[src/rtl/rfu_pkg.sv]
package rfu_pkg;
    typedef enum logic [2:0] {
        ST_IDLE,
        ST_BODY,
        ST_CRC_HI,
        ST_CRC_LO,
        ST_CRC_PAD
    } rx_state_t;

    localparam logic [15:0] CRC_POLY = 16'h1021;
    localparam logic [15:0] CRC_SEED = 16'hFFFF;
    localparam int          SAMPLE_W = 24;
    localparam int          OUT_W    = 32;
endpackage

[src/rtl/rfu_crc_step.sv]
module rfu_crc_step
    import rfu_pkg::*;
(
    input  logic [15:0] crc_in,
    input  logic [7:0]  data_in,
    output logic [15:0] crc_out
);
    always_comb begin
        logic [15:0] acc;
        acc = crc_in ^ {data_in, 8'h00};
        for (int i = 0; i < 8; i++) begin
            if (acc[15]) acc = {acc[14:0], 1'b0} ^ CRC_POLY;
            else         acc = {acc[14:0], 1'b0};
        end
        crc_out = acc;
    end
endmodule

[src/rtl/rfu_lane_regs.sv]
module rfu_lane_regs
    import rfu_pkg::*;
#(
    parameter int NUM_CH = 4,
    parameter int WORD_W = 3
) (
    input  logic                    clk,
    input  logic                    rst_n,
    input  logic                    wr_en,
    input  logic [WORD_W-1:0]       wr_word,
    input  logic [1:0]              wr_pos,
    input  logic [7:0]              wr_byte,
    input  logic                    commit,
    output logic [NUM_CH*OUT_W-1:0] samples
);
    for (genvar g = 0; g < NUM_CH; g++) begin : g_lane
        logic [SAMPLE_W-1:0] shadow;
        logic [OUT_W-1:0]    pub;

        always_ff @(posedge clk or negedge rst_n) begin
            if (!rst_n) begin
                shadow <= '0;
            end else if (wr_en && (32'(wr_word) == g + 1)) begin
                unique case (wr_pos)
                    2'd0:    shadow[23:16] <= wr_byte;
                    2'd1:    shadow[15:8]  <= wr_byte;
                    default: shadow[7:0]   <= wr_byte;
                endcase
            end
        end

        always_ff @(posedge clk or negedge rst_n) begin
            if (!rst_n)      pub <= '0;
            else if (commit) pub <= {{(OUT_W-SAMPLE_W){shadow[SAMPLE_W-1]}}, shadow};
        end

        assign samples[g*OUT_W +: OUT_W] = pub;
    end
endmodule

[src/rtl/rx_frame_unpacker.sv]
module rx_frame_unpacker
    import rfu_pkg::*;
#(
    parameter int NUM_CH = 4
) (
    input  logic                    clk,
    input  logic                    rst_n,
    input  logic                    in_valid,
    input  logic                    in_sof,
    input  logic [7:0]              in_byte,
    output logic [NUM_CH*32-1:0]    sample_bus,
    output logic [15:0]             status_word,
    output logic                    frame_ok,
    output logic                    frame_crc_bad
);
    localparam int WORD_W = $clog2(NUM_CH + 1);
    localparam logic [WORD_W-1:0] LAST_WORD = WORD_W'(NUM_CH);

    rx_state_t         state, state_nx;
    logic [WORD_W-1:0] word_q, word_nx;
    logic [1:0]        pos_q, pos_nx;
    logic [15:0]       crc_acc, crc_base, crc_nx;
    logic [7:0]        rx_hi, rx_lo;
    logic [15:0]       stat_shadow;

    // bytes that belong to the CRC-covered body of the frame
    logic              take_body;
    logic [WORD_W-1:0] cur_word;
    logic [1:0]        cur_pos;
    logic              at_pad, crc_match;

    assign take_body = in_valid && (in_sof || state == ST_BODY);
    assign cur_word  = in_sof ? '0 : word_q;
    assign cur_pos   = in_sof ? 2'd0 : pos_q;
    assign crc_base  = in_sof ? CRC_SEED : crc_acc;
    assign at_pad    = in_valid && !in_sof && state == ST_CRC_PAD;
    assign crc_match = ({rx_hi, rx_lo} == crc_acc);

    rfu_crc_step u_crc (
        .crc_in  (crc_base),
        .data_in (in_byte),
        .crc_out (crc_nx)
    );

    rfu_lane_regs #(.NUM_CH(NUM_CH), .WORD_W(WORD_W)) u_lanes (
        .clk     (clk),
        .rst_n   (rst_n),
        .wr_en   (take_body && cur_word != '0),
        .wr_word (cur_word),
        .wr_pos  (cur_pos),
        .wr_byte (in_byte),
        .commit  (at_pad && crc_match),
        .samples (sample_bus)
    );

    // next-state logic
    always_comb begin
        state_nx = state;
        word_nx  = word_q;
        pos_nx   = pos_q;
        if (in_valid && in_sof) begin
            state_nx = ST_BODY;
            word_nx  = '0;
            pos_nx   = 2'd1;
        end else if (in_valid) begin
            unique case (state)
                ST_IDLE: ;
                ST_BODY: begin
                    if (pos_q == 2'd2) begin
                        pos_nx = 2'd0;
                        if (word_q == LAST_WORD) state_nx = ST_CRC_HI;
                        else                     word_nx  = word_q + 1'b1;
                    end else begin
                        pos_nx = pos_q + 2'd1;
                    end
                end
                ST_CRC_HI:  state_nx = ST_CRC_LO;
                ST_CRC_LO:  state_nx = ST_CRC_PAD;
                ST_CRC_PAD: state_nx = ST_IDLE;
                default:    state_nx = ST_IDLE;
            endcase
        end
    end

    // state register
    always_ff @(posedge clk or negedge rst_n) begin
        if (!rst_n) begin
            state  <= ST_IDLE;
            word_q <= '0;
            pos_q  <= 2'd0;
        end else begin
            state  <= state_nx;
            word_q <= word_nx;
            pos_q  <= pos_nx;
        end
    end

    // datapath and output flags
    always_ff @(posedge clk or negedge rst_n) begin
        if (!rst_n) begin
            crc_acc       <= CRC_SEED;
            rx_hi         <= '0;
            rx_lo         <= '0;
            stat_shadow   <= '0;
            status_word   <= '0;
            frame_ok      <= 1'b0;
            frame_crc_bad <= 1'b0;
        end else begin
            frame_ok      <= 1'b0;
            frame_crc_bad <= 1'b0;
            if (take_body) begin
                crc_acc <= crc_nx;
                if (cur_word == '0 && cur_pos == 2'd0) stat_shadow[15:8] <= in_byte;
                if (cur_word == '0 && cur_pos == 2'd1) stat_shadow[7:0]  <= in_byte;
            end else if (in_valid && state == ST_CRC_HI) begin
                rx_hi <= in_byte;
            end else if (in_valid && state == ST_CRC_LO) begin
                rx_lo <= in_byte;
            end else if (at_pad) begin
                if (crc_match) begin
                    frame_ok    <= 1'b1;
                    status_word <= stat_shadow;
                end else begin
                    frame_crc_bad <= 1'b1;
                end
            end
        end
    end
endmodule

[config.mk]
export PLATFORM = sky130hd
export DESIGN_NAME = rx_frame_unpacker
export DESIGN_NICKNAME = d
export VERILOG_FILES = /design/src/rtl/rfu_pkg.sv /design/src/rtl/rfu_crc_step.sv /design/src/rtl/rfu_lane_regs.sv /design/src/rtl/rx_frame_unpacker.sv
export SDC_FILE = /design/constraint.sdc
export NUM_CORES = 1
export LEC_CHECK = 0
export BUFFER_PORTS_ARGS = -buffer_cell sky130_fd_sc_hd__buf_4
export CAP_MARGIN = 20
export CORE_MARGIN = 3
export CORE_UTILIZATION = 57
export CTS_CLUSTER_DIAMETER = 150
export DETAILED_ROUTE_END_ITERATION = 8
export HOLD_SLACK_MARGIN = 0.08
export PLACE_DENSITY = 0.82
export REMOVE_ABC_BUFFERS = 1
export SYNTH_ARGS = -nofsm -noshare
export SYNTH_HDL_FRONTEND = slang
export SYNTH_HIERARCHICAL = 1
export SYNTH_SLANG_ARGS = --single-unit
[constraint.sdc]
create_clock -name clk -period 3.3 [get_ports clk]
set_input_delay 0.33 -clock clk [delete_from_list [all_inputs] [get_ports clk]]
set_output_delay 0.33 -clock clk [all_outputs]
set_load 0.02 [all_outputs]
==> out/results.txt <==
die width: 146 µm
largest cells by area after synthesis: dfrtp_1, mux2_2, dfstp_2
Worst Path Required: 3700 ps
Final GP Congestion: 0.815
fin. max-slew vios: 0
Hold Vio Cnt, Final: 0
CTS sink cnt: 266
global route overflow: 0
Max Cap Viol: 0
antenna diode count: 0
Worst-Margin Slew: 858 ps
Worst Hold Class: in2reg
Leakage: 0.00679 µW
leading area contributor after synthesis: dfrtp_1
WL final: 23400 µm
I/O pin cnt: 158
fin crit share: 0.813
Routed WL per cell: 20.6 µm
initial antenna violation count: 0
initial core utilization: 0.590
Crit. End Element: register
area share of the largest cell type after synthesis: 0.558
post-synthesis register bit count: 266
status: finished, final reports clean
Critical Path AT: 3080 ps
port bufs: 157
Final setup viols: 0
via count: 6194
Clock Skew: 14.1 ps
CTS max path bufs: 3
Tot Pwr: 7640 µW
power density cells: 575 mW/mm²
Yosys cell types: 52
relative slew slack: 0.428
Num CTS Buffers: 26
DR pass1 iterations: 5
Post-DP HPWL: 14900 µm
placed cell area: 0.0124 mm²
fin nets: 869
layout cells sized above 1: 0.592
CTS tree: built
Critical Path Start Type: register
synthesis-to-layout area growth: 18.4%
fin area: 0.0133 mm²
RSZ-0062 raised after global routing: no
commonest non-fill, non-tap cell in the layout: mux2_2
Vias per Instance: 5.46
Skew-Pair Late Insertion Delay: 520 ps
CTS root buffer: clkbuf_16
Die ar.: 0.0214 mm²
Post-Syn Area: 0.0112 mm²
H-Tree Depth: 1
most frequent cells in the layout: mux2_2, dfrtp_1, buf_4
global-route usage over all layers: 0.218
Synth Warn #: 6
Die Y: 146 µm
vias in the first global route: 6686
fin util: 0.699
maximum clock rate: 373 MHz
syn avg cell area: 15.5 µm²
Setup CP Type: reg2reg
crit path time final: 2680 ps
largest net degree at the start of global routing: 118
DRT antenna net count: 0
first-pass GRT wire length: 37500 µm
Iteration-0 DRC Markers: 273
Core Region: 0.0190 mm²
Syn Inst Count: 723
register area share after synthesis: 0.595
drc violations: 0
CTS resizes: 0
clock slew at reported path FFs: 60 ps
Placement Rows: 50
maximum fanout along the worst path: 9
peak supply drop: 0.364 mV
layer usage:
| metal | track usage | vias to the layer above | wire [µm] |
|---|---|---|---|
| met5 | 0 | - | 0 |
| met4 | 0.0456 | 0 | 342 |
| met3 | 0.0497 | 28 | 1320 |
| met2 | 0.368 | 148 | 11900 |
| met1 | 0.295 | 3248 | 9840 |
| li1 | - | 2770 | - |
final timing paths:
kind,startpoint,end,slack (ps),cells past startpoint
setup / recovery,state[2],u_lanes/g_lane[3].shadow[6],620,6
hold / removal,in_sof,pos_q[1],250,2
setup reg to reg,state[2],u_lanes/g_lane[3].shadow[6],620,6
hold reg to reg,stat_shadow[13],stat_shadow[13],500,1
max in group asynchronous,rst_n,crc_acc[5],1880,3
min in group asynchronous,rst_n,u_lanes/g_lane[3].pub[4],460,2
cell families after synthesis:
logic type,synth area share
DFF,0.595
muxes,0.258
and+or+nand+nor,0.0493
buffers and inverters,0.0382
xor gates and xnor gates,0.0490
AOI/OAI and AO/OA,0.00781
adders and majority gates,0.00223
timing repair:
action,4_1_cts,5_1_grt
hold endpoints to repair,114,0
buffers inserted,0,0
hold buffers,2,0
flip-flops by register name (all words and copies together) (netlist names):
signal                 cells
u_lanes/g_lane.pub        96
u_lanes/g_lane.shadow     96
crc_acc                   16
stat_shadow               16
status_word               16
rx_hi                      8
rx_lo                      8
state                      3
word_q                     3
pos_q                      2
frame_crc_bad              1
frame_ok                   1
where the power goes:
| part | switching [µW] | internal, µW | total (µW) |
|---|---|---|---|
| registers | 169 | 3570 | 3740 |
| clock network | 1190 | 1720 | 2910 |
| logic | 413 | 582 | 995 |
synthesized netlist by cell type (all sizes together):
cell type and instances:
ha 2, o21bai 1, xor2 4, xor3 4, nand2 9, mux2 256, and3b 1, a21o 1
nor4 2, nor2b 5, o32ai 1, a21oi 7, nand2b 1, or2 16, or3 2, nor2 7
o221ai 1, inv 8, nor4b 2, nand3b 2, and2b 1, xnor3 5, dfstp 16, buf 50
nor3 5, mux2i 1, xnor2 29, nand4 7, and3 2, o21ai 1, nand3 5, dfrtp 250
nor3b 4, and4bb 2, clkbuf 13
stage by stage:
step | setup TNS (ps) | hold slack, ps | setup WS [ps] | cells
detailed placement | 0 | 473 | 681 | 1085
CTS | 0 | 238 | 631 | 1135
global route | 0 | 271 | 466 | 1135
floorplan | -68820 | 34.4 | -717 | 660
finish | 0 | 250 | 617 | 1135
global placement | 0 | 450 | 785 | 1085
final cells by class:
cell class | instances | area (µm²)
multi-input combinational | 386 | 4120
fill | 1302 | 5730
sequential | 266 | 6680
clock inverter | 4 | 47.5
tap | 260 | 325
timing repair buffer | 167 | 1290
inverter | 8 | 31.3
clock buffer | 44 | 800
worst max-delay path, cell delays in order (launching register included):
cell     delay (ps)
dfrtp_1         500
nor3b_2         250
o21ai_2          70
nor3_1          500
nand2_2         220
nor4b_4         610
mux2_2          400
No activity file was read; power rests on OpenSTA's default activity.
